$ cat src/rtl/early_exit_mul_pkg.sv
package early_exit_mul_pkg;
  typedef enum logic {
    ST_IDLE = 1'b0,
    ST_RUN  = 1'b1
  } mul_state_e;

  localparam int unsigned LANE_W = 8;
endpackage

$ cat src/rtl/mul_zero_detect.sv
module mul_zero_detect #(
  parameter int unsigned W      = 16,
  parameter int unsigned LANE_W = 8
) (
  input  logic [W-1:0] val_i,
  output logic         zero_o
);
  localparam int unsigned NL    = (W + LANE_W - 1) / LANE_W;
  localparam int unsigned PAD_W = NL * LANE_W;

  logic [PAD_W-1:0] padded;
  logic [NL-1:0]    lane_nz;

  always_comb begin
    padded        = '0;
    padded[W-1:0] = val_i;
  end

  // every lane must be clear, not just the low one
  for (genvar l = 0; l < NL; l++) begin : g_lane
    assign lane_nz[l] = |padded[l*LANE_W +: LANE_W];
  end

  assign zero_o = ~|lane_nz;
endmodule

$ cat src/rtl/mul_ctrl.sv
module mul_ctrl
  import early_exit_mul_pkg::*;
(
  input  logic clk_i,
  input  logic rst_ni,
  input  logic start_i,
  input  logic op_zero_i,
  input  logic last_i,
  output logic load_o,
  output logic step_o,
  output logic busy_o,
  output logic done_o
);
  mul_state_e state_q, state_d;
  logic       done_q, done_d;

  assign busy_o = (state_q == ST_RUN);
  assign load_o = start_i && !busy_o;
  assign step_o = busy_o;
  assign done_o = done_q;

  always_comb begin
    state_d = state_q;
    done_d  = 1'b0;
    unique case (state_q)
      ST_IDLE: begin
        if (start_i) begin
          if (op_zero_i) done_d  = 1'b1;
          else           state_d = ST_RUN;
        end
      end
      ST_RUN: begin
        if (last_i) begin
          state_d = ST_IDLE;
          done_d  = 1'b1;
        end
      end
      default: state_d = ST_IDLE;
    endcase
  end

  always_ff @(posedge clk_i or negedge rst_ni) begin
    if (!rst_ni) begin
      state_q <= ST_IDLE;
      done_q  <= 1'b0;
    end else begin
      state_q <= state_d;
      done_q  <= done_d;
    end
  end

  a_r7_done_pulse: assert property (@(posedge clk_i) disable iff (!rst_ni)
    done_o |=> !done_o);
  a_r7_done_idle: assert property (@(posedge clk_i) disable iff (!rst_ni)
    done_o |-> !busy_o);
  a_r8_no_reload: assert property (@(posedge clk_i) disable iff (!rst_ni)
    busy_o && !last_i |=> busy_o);
endmodule

$ cat src/rtl/mul_datapath.sv
module mul_datapath #(
  parameter int unsigned W      = 16,
  parameter int unsigned LANE_W = 8
) (
  input  logic           clk_i,
  input  logic           rst_ni,
  input  logic           load_i,
  input  logic           step_i,
  input  logic [W-1:0]   mcand_i,
  input  logic [W-1:0]   mplier_i,
  output logic           op_zero_o,
  output logic           last_o,
  output logic [2*W-1:0] acc_o
);
  localparam int unsigned PW = 2 * W;

  logic [PW-1:0] mcand_q;
  logic [W-1:0]  mplier_q;
  logic [PW-1:0] acc_q;
  logic [W-1:0]  mplier_shr;
  logic [W:0]    sum_lo;
  logic [W-1:0]  sum_hi;
  logic [PW-1:0] acc_sum;

  assign mplier_shr = {1'b0, mplier_q[W-1:1]};

  mul_zero_detect #(.W(W), .LANE_W(LANE_W)) u_zd_op (
    .val_i (mplier_i),
    .zero_o(op_zero_o)
  );

  mul_zero_detect #(.W(W), .LANE_W(LANE_W)) u_zd_next (
    .val_i (mplier_shr),
    .zero_o(last_o)
  );

  // split add: low half carry ripples into high half
  assign sum_lo  = {1'b0, acc_q[W-1:0]} + {1'b0, mcand_q[W-1:0]};
  assign sum_hi  = acc_q[PW-1:W] + mcand_q[PW-1:W] + {{(W-1){1'b0}}, sum_lo[W]};
  assign acc_sum = {sum_hi, sum_lo[W-1:0]};

  always_ff @(posedge clk_i or negedge rst_ni) begin
    if (!rst_ni) begin
      mcand_q  <= '0;
      mplier_q <= '0;
      acc_q    <= '0;
    end else if (load_i) begin
      mcand_q  <= {{W{1'b0}}, mcand_i};
      mplier_q <= mplier_i;
      acc_q    <= '0;
    end else if (step_i) begin
      if (mplier_q[0]) acc_q <= acc_sum;
      mcand_q  <= {mcand_q[PW-2:0], 1'b0};
      mplier_q <= mplier_shr;
    end
  end

  assign acc_o = acc_q;

  a_r6_step_nonzero: assert property (@(posedge clk_i) disable iff (!rst_ni)
    step_i |-> mplier_q != '0);
  a_r10_acc_monotonic: assert property (@(posedge clk_i) disable iff (!rst_ni)
    step_i |=> acc_q >= $past(acc_q));
  a_r2_load_clears: assert property (@(posedge clk_i) disable iff (!rst_ni)
    load_i |=> acc_q == '0);
endmodule

$ cat src/rtl/early_exit_mul.sv
module early_exit_mul
  import early_exit_mul_pkg::*;
#(
  parameter int unsigned W = 16
) (
  input  logic           clk_i,
  input  logic           rst_ni,
  input  logic           start_i,
  input  logic [W-1:0]   mcand_i,
  input  logic [W-1:0]   mplier_i,
  output logic           busy_o,
  output logic           done_o,
  output logic [2*W-1:0] product_o
);
  logic load, step, op_zero, last;

  mul_ctrl u_ctrl (
    .clk_i    (clk_i),
    .rst_ni   (rst_ni),
    .start_i  (start_i),
    .op_zero_i(op_zero),
    .last_i   (last),
    .load_o   (load),
    .step_o   (step),
    .busy_o   (busy_o),
    .done_o   (done_o)
  );

  mul_datapath #(.W(W), .LANE_W(LANE_W)) u_dp (
    .clk_i    (clk_i),
    .rst_ni   (rst_ni),
    .load_i   (load),
    .step_i   (step),
    .mcand_i  (mcand_i),
    .mplier_i (mplier_i),
    .op_zero_o(op_zero),
    .last_o   (last),
    .acc_o    (product_o)
  );

  a_r5_zero_fast: assert property (@(posedge clk_i) disable iff (!rst_ni)
    start_i && !busy_o && mplier_i == '0 |=> done_o && product_o == '0);
  a_r9_hold: assert property (@(posedge clk_i) disable iff (!rst_ni)
    !busy_o && !start_i |=> $stable(product_o));
  a_r4_start_busy: assert property (@(posedge clk_i) disable iff (!rst_ni)
    start_i && !busy_o && mplier_i != '0 |=> busy_o);
endmodule

$ cat config.mk
export PLATFORM = sky130hd
export DESIGN_NAME = early_exit_mul
export DESIGN_NICKNAME = d
export VERILOG_FILES = /design/src/rtl/early_exit_mul_pkg.sv /design/src/rtl/mul_zero_detect.sv /design/src/rtl/mul_ctrl.sv /design/src/rtl/mul_datapath.sv /design/src/rtl/early_exit_mul.sv
export SDC_FILE = /design/constraint.sdc
export NUM_CORES = 1
export LEC_CHECK = 0
export ABC_AREA = 0
export ABC_CLOCK_PERIOD_IN_PS = 12300
export BUFFER_PORTS_ARGS = -buffer_cell sky130_fd_sc_hd__buf_2
export CAP_MARGIN = 10
export CORE_MARGIN = 4
export CORE_UTILIZATION = 55
export CTS_BUF_LIST = sky130_fd_sc_hd__clkbuf_2 sky130_fd_sc_hd__clkbuf_4 sky130_fd_sc_hd__clkbuf_8
export DETAILED_ROUTE_END_ITERATION = 8
export PLACE_DENSITY = 0.77
export SETUP_SLACK_MARGIN = 0.4
export SKIP_CTS_REPAIR_TIMING = 1
export SLEW_MARGIN = 30
export SYNTH_ARGS = -nofsm -noshare
export SYNTH_HDL_FRONTEND = slang
export SYNTH_SLANG_ARGS = --single-unit
$ cat constraint.sdc
create_clock -name clk_i -period 12.3 [get_ports clk_i]
set_clock_uncertainty 0.05 [all_clocks]
set_input_delay 1.23 -clock clk_i [delete_from_list [all_inputs] [get_ports clk_i]]
set_output_delay 1.23 -clock clk_i [all_outputs]
set_load 0.005 [all_outputs]
### Word-level counts from Yosys, hierarchy flattened

Index checks and enable logic that the tools add are counted.

| word-level totals | value |
|---|---|
| flip-flop bits (word level) | 82 |
| output and inout port bits | 34 |

| operators by class | value |
|---|---|
| add/subtract/negate cells | 3 |
| multiplexer cells | 15 |
| bitwise operators | 1 |
| reductions and logical operators | 7 |

Operators with widths:

| operator | count |
|---|---|
| two-way mux 32 bit | 5 |
| two-way mux 16 bit | 2 |
| adder 16 x 16 -> 17 bit | 1 |
| adder 16 x 1 -> 16 bit | 1 |
| adder 16 bit | 1 |
| OR reduction 16 bit | 1 |
| OR reduction 15 bit | 1 |
| two-way mux 1 bit | 6 |
| one-hot mux 1 bit (2 select lines) | 2 |
| nonzero test 2 bit | 2 |
| AND reduction 2 bit | 1 |
| logical AND 1 bit | 1 |
| logical NOT 1 bit | 1 |
| NOT 1 bit | 1 |

### Logic depth before layout (Yosys ltp)

Gate-level depths: netlist of run 1.

| depth | value |
|---|---|
| word-level depth | 5 |
| depth in mapped cells | 19 |
| mapped depth without buffers | 19 |

### By module

Synthesis of run 1 repeated with hierarchy kept, for this count alone.

| second synthesis, totals | value |
|---|---|
| cells, all modules | 545 |
| area, all modules | 5038.6 um^2 |

By module, submodules not included:

| module | times used | cells each | area each (um^2) | seq. area each (um^2) |
|---|---|---|---|---|
| mul_datapath | 1 | 526 | 4878.4 | 2001.9 |
| mul_ctrl | 1 | 9 | 92.6 | 50.0 |
| mul_zero_detect | 2 | 5 | 33.8 | 0.0 |

### Least setup slack after synthesis of run 1

OpenSTA, ideal clock, no wires.

| timing | value |
|---|---|
| path kind | reg-to-reg |
| start | register u_dp.acc_q[0] (netlist: u_dp.acc_o[0]) |
| end | register u_dp.acc_q[26] (netlist: u_dp.acc_o[26]) |
| setup time | 0.130 ns |
| arrival time | 3.882 ns |
| path slack | 8.239 ns |
| cell stages (with the launch flop) | 20 |
| buffers on the path | 0 |
| period minus slack after synthesis | 4.061 ns |
| cells stage by stage | dfrtp_1 > ha_1 > inv_1 > fa_1 > nor2b_4 > o21bai_2 > a31oi_1 > a21o_1 > a221o_1 > a21o_1 > a21o_1 > fa_1 > fa_1 > a21oi_1 > o211ai_1 > a21o_1 > a21o_1 > a31oi_1 > xor2_1 > o21ai_1 |

| between the ends | value |
|---|---|
| longest elaborated chain between the ends | 5 |

Ends and longest elaborated chain:

| element | line | source |
|---|---|---|
| start: declaration | mul_datapath.sv:19 | `logic [PW-1:0] acc_q;` |
| start signal: assignment | mul_datapath.sv:52 | `if (mplier_q[0]) acc_q <= acc_sum;` |
| adder 16 x 16 -> 17 bit | mul_datapath.sv:38 | `assign sum_lo = {1'b0, acc_q[W-1:0]} + {1'b0, mcand_q[W-1:0]};` |
| adder 16 x 1 -> 16 bit | mul_datapath.sv:39 | `assign sum_hi = acc_q[PW-1:W] + mcand_q[PW-1:W] + {{(W-1){1'b0}}, sum_lo[W]};` |
| two-way mux 32 bit | mul_datapath.sv:52 |  |
| two-way mux 32 bit | mul_datapath.sv:51 | `end else if (step_i) begin` |
| two-way mux 32 bit | mul_datapath.sv:47 | `end else if (load_i) begin` |

Every way passes these cells. The select of a mux whose other input is x is not followed.
A chain may end at the register's enable or synchronous reset.

### Worst setup path in the final report of run 1

Same ends and word-level chain as after synthesis.

==> results of run 1 <==
layout by cell type, fill, tap and decap left out, drive strengths merged, types with 5 or more instances in the layout:
cell	instances
nand2	86
xnor2	10
xor2	14
clkbuf	12
nand2b	17
a22o	5
mux2i	32
ha	30
o21ai	83
inv	8
a21oi	22
a21o	12
buf	71
nand3	5
nor2	8
dfrtp	82
nand4	5
nor4	8
cell type report:
| class | count | area, µm² |
|---|---|---|
| sequential | 82 | 2050 |
| timing repair buffer | 71 | 369 |
| inverter | 8 | 30.0 |
| clock buffer | 12 | 153 |
| tap | 105 | 131 |
| fill | 667 | 2920 |
| multi-input combinational | 379 | 2590 |
| clock inverter | 4 | 51.3 |
metal layers:
layer / GRT usage / up-vias / part of all wire
li1: - / 1875 / -
met4: 0.0951 / 0 / 0.016
met3: 0.0450 / 17 / 0.058
met2: 0.361 / 83 / 0.48
met1: 0.290 / 1843 / 0.44
met5: 0 / - / 0
logic make-up (layout without fill, tap and decap cells):
| logic type | Yosys count | count (layout) | synth area share |
|---|---|---|---|
| flip-flops | 82 | 82 | 0.432 |
| buffers and inverters | 30 | 95 | 0.0245 |
| AND/OR/NAND/NOR | 144 | 144 | 0.146 |
| adder cells (fa/ha/maj) | 33 | 33 | 0.0916 |
| AO/OA/AOI/OAI | 146 | 146 | 0.195 |
| XOR/XNOR | 24 | 24 | 0.0442 |
| multiplexers | 32 | 32 | 0.0674 |
worst reg2reg max path, delay by kind of cell (launching register included):
| kind | cells | cell delay (ps) |
|---|---|---|
| flip-flops | 1 | 400 |
| buffers and inverters | 1 | 70 |
| XOR/XNOR | 1 | 170 |
| AO/OA/AOI/OAI | 12 | 2270 |
| adder cells (fa/ha/maj) | 4 | 1300 |
| AND/OR/NAND/NOR | 1 | 60 |
worst max path at each step:
| stage | startpoint | end | slack [ps] | cells after the start |
|---|---|---|---|---|
| 2_1_floorplan | u_dp.acc_o[0] | u_dp.acc_o[26] | 8240 | 19 |
| 3_3_place_gp | u_dp.acc_o[0] | u_dp.acc_o[26] | 7990 | 19 |
| 3_5_place_dp | u_dp.acc_o[0] | u_dp.acc_o[26] | 7930 | 19 |
| 4_1_cts | u_dp.acc_o[0] | u_dp.acc_o[26] | 7870 | 19 |
| 5_1_grt | u_dp.acc_o[0] | u_dp.acc_o[26] | 7620 | 19 |
| 6_report | u_dp.acc_o[0] | u_dp.acc_o[26] | 7860 | 19 |
flip-flops by register name, summed over array words and instances (netlist names):
name / cells
u_dp.mplier_q: 16
u_ctrl.busy_o: 1
u_dp.acc_o: 32
u_ctrl.done_o: 1
u_dp.mcand_q: 32
stage by stage:
step	util	instances	setup WS [ps]	total power, W
after global routing	0.648	661	7620	0.00141
final	0.648	661	7860	0.00129
after detailed placement	0.623	645	7930	0.00109
after global placement	0.623	645	7990	0.00106
after CTS	0.648	661	7870	0.00130
after floorplan	-	491	8240	0.000909
power groups by stage:
stage          clock network, W  registers [W]  logic (W)
3_5_place_dp                  0       0.000475   0.000613
3_3_place_gp                  0       0.000468   0.000590
4_1_cts                0.000205       0.000471   0.000620
5_1_grt                0.000218       0.000486   0.000707
2_1_floorplan                 0       0.000454   0.000454
6_report               0.000202       0.000470   0.000616
==> impl_metrics.csv, run 1 <==
group,metric,value,unit
layout,antenna_cells,0,
run_status,outcome,"completed",
layout,final_cell_area,5380,µm²
critical_path,crit_slowest_cell,"fa_1",
global_routing,antenna_found_initial,0,
global_routing,grt_pass1_vias,3835,
yosys,async_reset_ff_frac,1.00,
power,comb_power_share,0.478,
clocking,cts_root_buffer,"clkbuf_8",
critical_path,worst_path_most_repeated_cell,"a21o_1",
critical_path,required,12470,ps
yosys,synth_top_area_frac,0.432,
power,vdd_drop_max,111,µV
layout,area_growth,13.2,%
yosys,synth.most_common_cell,"nand2_1",
yosys,syn_avg_cell_area,9.68,µm²
detailed_routing,vias,3818,
placed_design,postPlaceCellArea,5170,µm²
sta,report.final.slew_viol_count,0,
sta,min_period,4440,ps
yosys,synth_flop_cell,"dfrtp_1",
power,sw_frac_of_total,0.426,
min_path,worstHoldEndpoint,"u_dp.mcand_q[14]",
clocking,clkTransAtPathRegs,80,ps
global_routing,grt_pass1_wl,18.2,mm
clocking,clock_sinks,82,
detailed_routing,wl_per_cell,16.0,µm
global_routing,grtUsageTotal,0.223,
critical_path,worstRegToRegCells,19,
sta,rsz0062_at_grt,"false",
yosys,syn_nets,559,
power,p_seq_frac,0.365,
yosys,yosysUniqueCellTypes,50,
min_path,min_from,"u_dp.mcand_q[13]",
detailed_routing,antenna_left,0,
clocking,cts_buffers,9,
detailed_routing,routed_wl,10.6,mm
sta,hold_viol_final,0,
critical_path,critPathArrivalTime,4610,ps
min_path,hp-class,"reg2reg",
floorplan,die-area,10200,µm²
layout,final_layout_size_suffix_gt1_frac,0.194,
layout,nets,619,
critical_path,cp_top_family,"compound AO/OA/AOI/OAI gates",
clocking,clk_latency,350,ps
yosys,yosys_warnings,0,
placed_design,hpwl,7.21,mm
clocking,cts_tree,"yes",
floorplan,initial_core_util,0.573,
sta,tightest_slew,768,ps
yosys,syn_inst,491,
critical_path,path_cells,"ha_1 -> inv_1 -> fa_1 -> nor2b_4 -> o21bai_2 -> a31oi_1 -> a21o_1 -> a221o_1 -> a21o_1 -> a21o_1 -> fa_1 -> fa_1 -> a21oi_1 -> o211ai_1 -> a21o_1 -> a21o_1 -> a31oi_1 -> xor2_1 -> o21ai_1",
power,p_leak,2.66,nW
detailed_routing,firstDrtPassIters,4,
placed_design,port_buffers,68,
yosys,ys_seq_area_frac,0.432,
power,power_density,240,nW/µm²
yosys,synth_edf_count,0,
critical_path,max_stage_delay,430,ps
sta,max_freq,225,MHz
yosys,synth-seq-cells,82,
clocking,clock_path_buffers,2,
critical_path,timing.rr.end,"u_dp.acc_o[26]",
sta,holdWs,466,ps
critical_path,r2r_setup_slack,7860,ps
min_path,hold_path_depth,2,
yosys,netlist_area,4750,µm²
power,switchingPower,0.000549,W
yosys,synthTopCellsByCount,"86 x nand2_1, 82 x dfrtp_1, 74 x o21ai_0",
floorplan,io_pins,69,
critical_path,crit_path_end_kind,"flop",
power,internal-power,0.000740,W
critical_path,r2r_start,"u_dp.acc_o[0]",
sta,relSlewSlack,0.488,
yosys,netlist_top_cells_area,"dfrtp_1 43%, ha_1 7.9%, o21ai_0 7.8%",
detailed_routing,vias_per_cell,5.78,
detailed_routing,remaining_drc_errors,0,
global_routing,overflow,0,
yosys,synth.largest_area_cell,"dfrtp_1",
sta,period_share,0.361,
run,max-cap-violations,0,
detailed_routing,drt_iter0_drc,146,
critical_path,cp_num_buf_inv,1,
sta,setup_violations,0,
critical_path,worstSetupPathType,"reg2reg",
placed_design,gp_routability_congestion,0.846,
power,clkPwrFrac,0.157,
floorplan,die_w,101,µm
floorplan,coreArea,8300,µm²
sta,setup-tns-final,0,ps
critical_path,critical_path.max_fanout,3,
global_routing,grt_max_degree,95,
floorplan,row_count,33,
clocking,cts_max_level,3,
floorplan,die_h,101,µm
critical_path,crit_path_start_kind,"flop",
(Power assumes the default switching activity.)
==> run 2: changes to the inputs <==
Settings changed: ABC_CLOCK_PERIOD_IN_PS 12300 to 4200.
Clock period 12.3 ns to 4.2 ns, I/O delays scaled along.
==> run 2 against run 1 <==
- via count rose by 0.68%
- maximum frequency is 8.6% higher
- sequential power increased to 3.0 times the previous value
- power rose to 3.0 times the previous value
- largest power group unchanged
- setup slack worse by 7700 ps
- clock-buffer cell count unchanged
- critical path type unchanged
- largest cell class unchanged
- global-route usage is 0.80 points lower
- combinational power increased to 3.0 times the previous value
- core utilization rose by 1.9 points
- die area unchanged
==> impl_metrics.csv, run 2 (synthesis gave the netlist of run 1 again) <==
group,metric,value,unit
floorplan,die-area,10200,µm²
global_routing,grt_pass1_vias,3799,
detailed_routing,antenna_left,0,
power,fin_total_pwr,0.00388,W
clocking,cts_buffers,9,
floorplan,io_pins,69,
critical_path,crit_cells,19,
critical_path,crit_path_end_kind,"flop",
layout,antenna_cells,0,
critical_path,r2r_setup_slack,110,ps
critical_path,required,4360,ps
layout,fill_cells,668,
critical_path,cp_num_buf_inv,1,
placed_design,hpwl,7.15,mm
run,max-cap-violations,0,
detailed_routing,routed_wl,10.4,mm
power,p_leak,2.72,nW
layout,area_growth,16.4,%
power,vdd_drop_max,331,µV
floorplan,coreArea,8300,µm²
critical_path,max_stage_delay,400,ps
clocking,clkTransAtPathRegs,80,ps
critical_path,cp_top_family,"compound AO/OA/AOI/OAI gates",
clocking,clock_sinks,82,
detailed_routing,drt_iter0_drc,162,
detailed_routing,wl_per_cell,15.6,µm
global_routing,grtUsageTotal,0.215,
sta,setup_violations,0,
sta,tightest_slew,930,ps
critical_path,timing.rr.end,"u_dp.acc_o[26]",
floorplan,die_w,101,µm
clocking,cts_root_buffer,"clkbuf_8",
global_routing,grt_pass1_wl,17.8,mm
placed_design,port_buffers,68,
critical_path,critical_path.max_fanout,3,
floorplan,row_count,33,
global_routing,grt_max_degree,83,
layout,final_layout_size_suffix_gt1_frac,0.225,
sta,relSlewSlack,0.379,
critical_path,r2r_start,"u_dp.acc_o[0]",
critical_path,path_cells,"ha_2 -> inv_2 -> fa_2 -> nor2b_4 -> o21bai_4 -> a31oi_4 -> a21o_1 -> a221o_1 -> a21o_1 -> a21o_1 -> fa_2 -> fa_2 -> a21oi_2 -> o211ai_1 -> a21o_1 -> a21o_1 -> a31oi_1 -> xor2_1 -> o21ai_1",
sta,report.final.slew_viol_count,0,
critical_path,worst_path_most_repeated_cell,"a21o_1",
min_path,hp-class,"in2async",
clocking,clock_path_buffers,2,
layout,final_common_cell,"nand2_1",
critical_path,crit_end,"u_dp.acc_o[26]",
detailed_routing,remaining_drc_errors,0,
sta,min_period,4090,ps
critical_path,crit_path_start_kind,"flop",
clocking,cts_tree,"yes",
critical_path,worstSetupPathType,"reg2reg",
layout,final_cell_mix,"86 x nand2_1, 81 x dfrtp_1, 71 x o21ai_0, 67 x buf_2, 32 x mux2i_1",
sta,hold_viol_final,0,
sta,period_share,0.974,
placed_design,gp_routability_congestion,0.852,
clocking,clk_latency,360,ps
detailed_routing,firstDrtPassIters,4,
floorplan,die_h,101,µm
floorplan,initial_core_util,0.573,
power,power_density,701,nW/µm²
sta,max_freq,245,MHz
detailed_routing,vias,3844,
sta,rsz0062_at_grt,"true",
critical_path,critPathArrivalTime,4250,ps
critical_path,crit_slowest_cell,"dfrtp_1",
global_routing,antenna_found_initial,0,
critical_path,worstRegToRegCells,19,
global_routing,overflow,0,
run_status,outcome,"completed",
layout,nets,629,
sta,setup_ws,111,ps
detailed_routing,vias_per_cell,5.74,
critical_path,startpoint,"u_dp.acc_o[0]",
clocking,cts_max_level,3,
placed_design,place_ws,22.5,ps
run 2: changes by cell type in the layout (fill, tap and decap cells not counted), moves of 2 or more:
cell	change
o21ai_1	+2
ha_2	+2
fa_1	-3
buf_4	+10
ha_1	-3
o21ai_0	-3
a21oi_1	-2
fa_2	+3
run 2: layout make-up:
| class | instances | area (µm²) | share of cell area |
|---|---|---|---|
| Sequential cell | 82 | 2050 | 0.371 |
| Clock buffer | 12 | 146 | 0.0265 |
| Clock inverter | 3 | 65.1 | 0.0118 |
| Tap cell | 105 | 131 | 0.0237 |
| Timing Repair Buffer | 81 | 444 | 0.0803 |
| Multi-Input combinational cell | 379 | 2660 | 0.481 |
| Inverter | 8 | 30.0 | 0.00543 |
run 2: worst min path at each step:
stage	slack, ps	depth (start not counted)	endpoint	from
3_3_place_gp	440	2	u_dp.acc_o[2]	u_dp.acc_o[2]
3_5_place_dp	450	2	u_dp.mcand_q[27]	u_dp.mcand_q[26]
6_report	50	1	u_dp.acc_o[20]	rst_ni
2_1_floorplan	70	0	u_ctrl.busy_o	rst_ni
5_1_grt	100	1	u_dp.acc_o[20]	rst_ni
4_1_cts	90	1	u_dp.acc_o[20]	rst_ni
run 2: power breakdown:
| group | leakage (nW) | total [W] | internal (W) | switching, W |
|---|---|---|---|---|
| sequential | 1.08 | 0.00141 | 0.00110 | 0.000305 |
| combinational | 1.53 | 0.00184 | 0.000812 | 0.00103 |
| clock | 0.111 | 0.000627 | 0.000351 | 0.000276 |
| total | 2.72 | 0.00388 | 0.00227 | 0.00161 |
run 2: stage by stage:
stage | std cells | util | hold WS (ps) | instance area [µm²] | setup TNS (ps)
after floorplan | 491 | - | 74.4 | 4780 | 0
after global placement | 645 | 0.626 | 441 | 5190 | 0
after detailed placement | 645 | 0.626 | 450 | 5200 | 0
after CTS | 660 | 0.652 | 87.6 | 5410 | -25.2
after global routing | 670 | 0.667 | 103 | 5530 | -213
final | 670 | 0.667 | 52.6 | 5530 | 0
run 2: per-layer routing:
layer	vias to the layer above	track usage	share of wire
met4	0	0.0501	0.011
met2	78	0.343	0.48
met1	1851	0.290	0.46
li1	1901	-	-
met3	14	0.0616	0.050
met5	-	0	0
==> run 3: changes to the inputs <==
Settings changed: RECOVER_POWER from default to 100.
==> run 3 against run 2 <==
- the flow now finishes with violations (max-capacitance violations, max-slew violations)
- cell area shrank 0.61%
- critical path type unchanged
- combinational power is essentially flat
- highest routed layer unchanged
- largest power group unchanged
- via count down 0.23%
- setup slack improved by 0.81 ps
- register-to-register slack is essentially flat
- largest cell class unchanged
- power fell by 0.42%
==> impl_metrics.csv, run 3 (synthesis gave the netlist of run 1 again) <==
group,metric,value,unit
power,fin_total_pwr,0.00386,W
clocking,clock_path_buffers,2,
floorplan,initial_core_util,0.573,
detailed_routing,routed_wl,10.4,mm
global_routing,overflow,0,
power,vdd_drop_max,332,µV
clocking,clk_latency,350,ps
sta,period_share,0.973,
floorplan,row_count,33,
clocking,cts_root_buffer,"clkbuf_8",
clocking,cts_max_level,3,
layout,final_common_cell,"nand2_1",
global_routing,antenna_found_initial,0,
power,power_density,702,nW/µm²
sta,hold_viol_final,0,
sta,tightest_slew,2020,ps
detailed_routing,vias,3835,
critical_path,worstSetupPathType,"reg2reg",
power,p_leak,2.65,nW
detailed_routing,firstDrtPassIters,4,
clocking,cts_buffers,9,
layout,postLayoutCoreUtil,0.663,
min_path,hp-class,"in2reg",
floorplan,die-area,10200,µm²
placed_design,gp_routability_congestion,0.852,
layout,final_cells,670,
layout,nets,629,
floorplan,coreArea,8300,µm²
layout,final_layout_size_suffix_gt1_frac,0.193,
floorplan,die_h,101,µm
layout,area_growth,15.7,%
critical_path,crit_path_start_kind,"flop",
detailed_routing,antenna_left,0,
layout,final_cell_mix,"86 x nand2_1, 81 x dfrtp_1, 71 x o21ai_0, 51 x buf_2, 32 x mux2i_1",
critical_path,required,4360,ps
placed_design,postPlaceCellArea,5200,µm²
critical_path,crit_path_end_kind,"flop",
run_status,outcome,"complete, but fails checks",
sta,relSlewSlack,-0.347,
critical_path,critPathArrivalTime,4250,ps
sta,setup_violations,0,
sta,setup-tns-final,0,ps
clocking,clock_sinks,82,
global_routing,grt_pass1_vias,3799,
run_status,violations,"max-capacitance violations, max-slew violations",
placed_design,place_inst,645,
global_routing,grt_max_degree,83,
sta,report.final.slew_viol_count,171,
run,max-cap-violations,3,
layout,final_cell_area,5500,µm²
sta,max_freq,245,MHz
detailed_routing,vias_per_cell,5.72,
detailed_routing,drt_iter0_drc,173,
placed_design,hpwl,7.15,mm
clocking,cts_tree,"yes",
floorplan,die_w,101,µm
sta,rsz0062_at_grt,"true",
sta,min_period,4090,ps
detailed_routing,remaining_drc_errors,0,
global_routing,grtUsageTotal,0.215,
floorplan,io_pins,69,
clocking,clkTransAtPathRegs,80,ps
critical_path,critical_path.max_fanout,3,
detailed_routing,wl_per_cell,15.6,µm
global_routing,grt_pass1_wl,17.8,mm
layout,antenna_cells,0,
placed_design,port_buffers,68,
run 3: cell count changes in the layout (fill, tap and decap cells not counted), sizes merged:
cell    delta
clkbuf    +20
buf       -20
run 3: metrics by stage:
stage          hold slack [ps]  worst slack [ps]
6_report                   268               112
5_1_grt                    286              -111
4_1_cts                   87.6             -25.2
3_5_place_dp               450              22.5
3_3_place_gp               441               130
2_1_floorplan             74.4               342
run 3: power breakdown:
group / internal, W / leakage, nW / total [W] / switching [W]
registers: 0.00110 / 1.08 / 0.00141 / 0.000307
clock network: 0.000351 / 0.111 / 0.000626 / 0.000274
logic: 0.000794 / 1.46 / 0.00183 / 0.00103
run 3: layout make-up:
class / instances / area, µm²
well taps: 105 / 131
flip-flops and latches: 82 / 2050
fillers: 676 / 2800
clock buffers: 12 / 146
repair buffers: 81 / 410
inverters: 8 / 30.0
clock inverters: 3 / 65.1
multi-input cells: 379 / 2660
run 3: metal layers:
metal  vias to the layer above  track usage  wire (µm)
met3                        10       0.0616        528
li1                       1896            -          -
met1                      1855        0.290       4810
met2                        74        0.343       4990
met5                         -            0          0
met4                         0       0.0501        105
run 3: critical path, cell delays in order, from the launching register on:
cell	delay, ps
dfrtp_1	400
ha_2	190
inv_2	50
fa_2	220
nor2b_4	50
o21bai_4	160
a31oi_4	120
a21o_1	210
a221o_1	320
a21o_1	170
a21o_1	170
fa_2	360
fa_2	370
a21oi_2	160
o211ai_1	140
a21o_1	180
a21o_1	170
a31oi_1	210
xor2_1	170
o21ai_1	70
run 3: path summary, 6_finish.rpt:
check	startpoint	endpoint	slack [ps]	depth (start not counted)
setup / recovery	u_dp.acc_o[0]	u_dp.acc_o[26]	110	19
hold / removal	mcand_i[0]	u_dp.mcand_q[0]	270	3
setup reg to reg	u_dp.acc_o[0]	u_dp.acc_o[26]	110	19
hold reg to reg	u_dp.mcand_q[26]	u_dp.mcand_q[27]	460	2
max in group asynchronous	rst_ni	u_ctrl.busy_o	2170	1
min in group asynchronous	rst_ni	u_dp.acc_o[20]	590	1
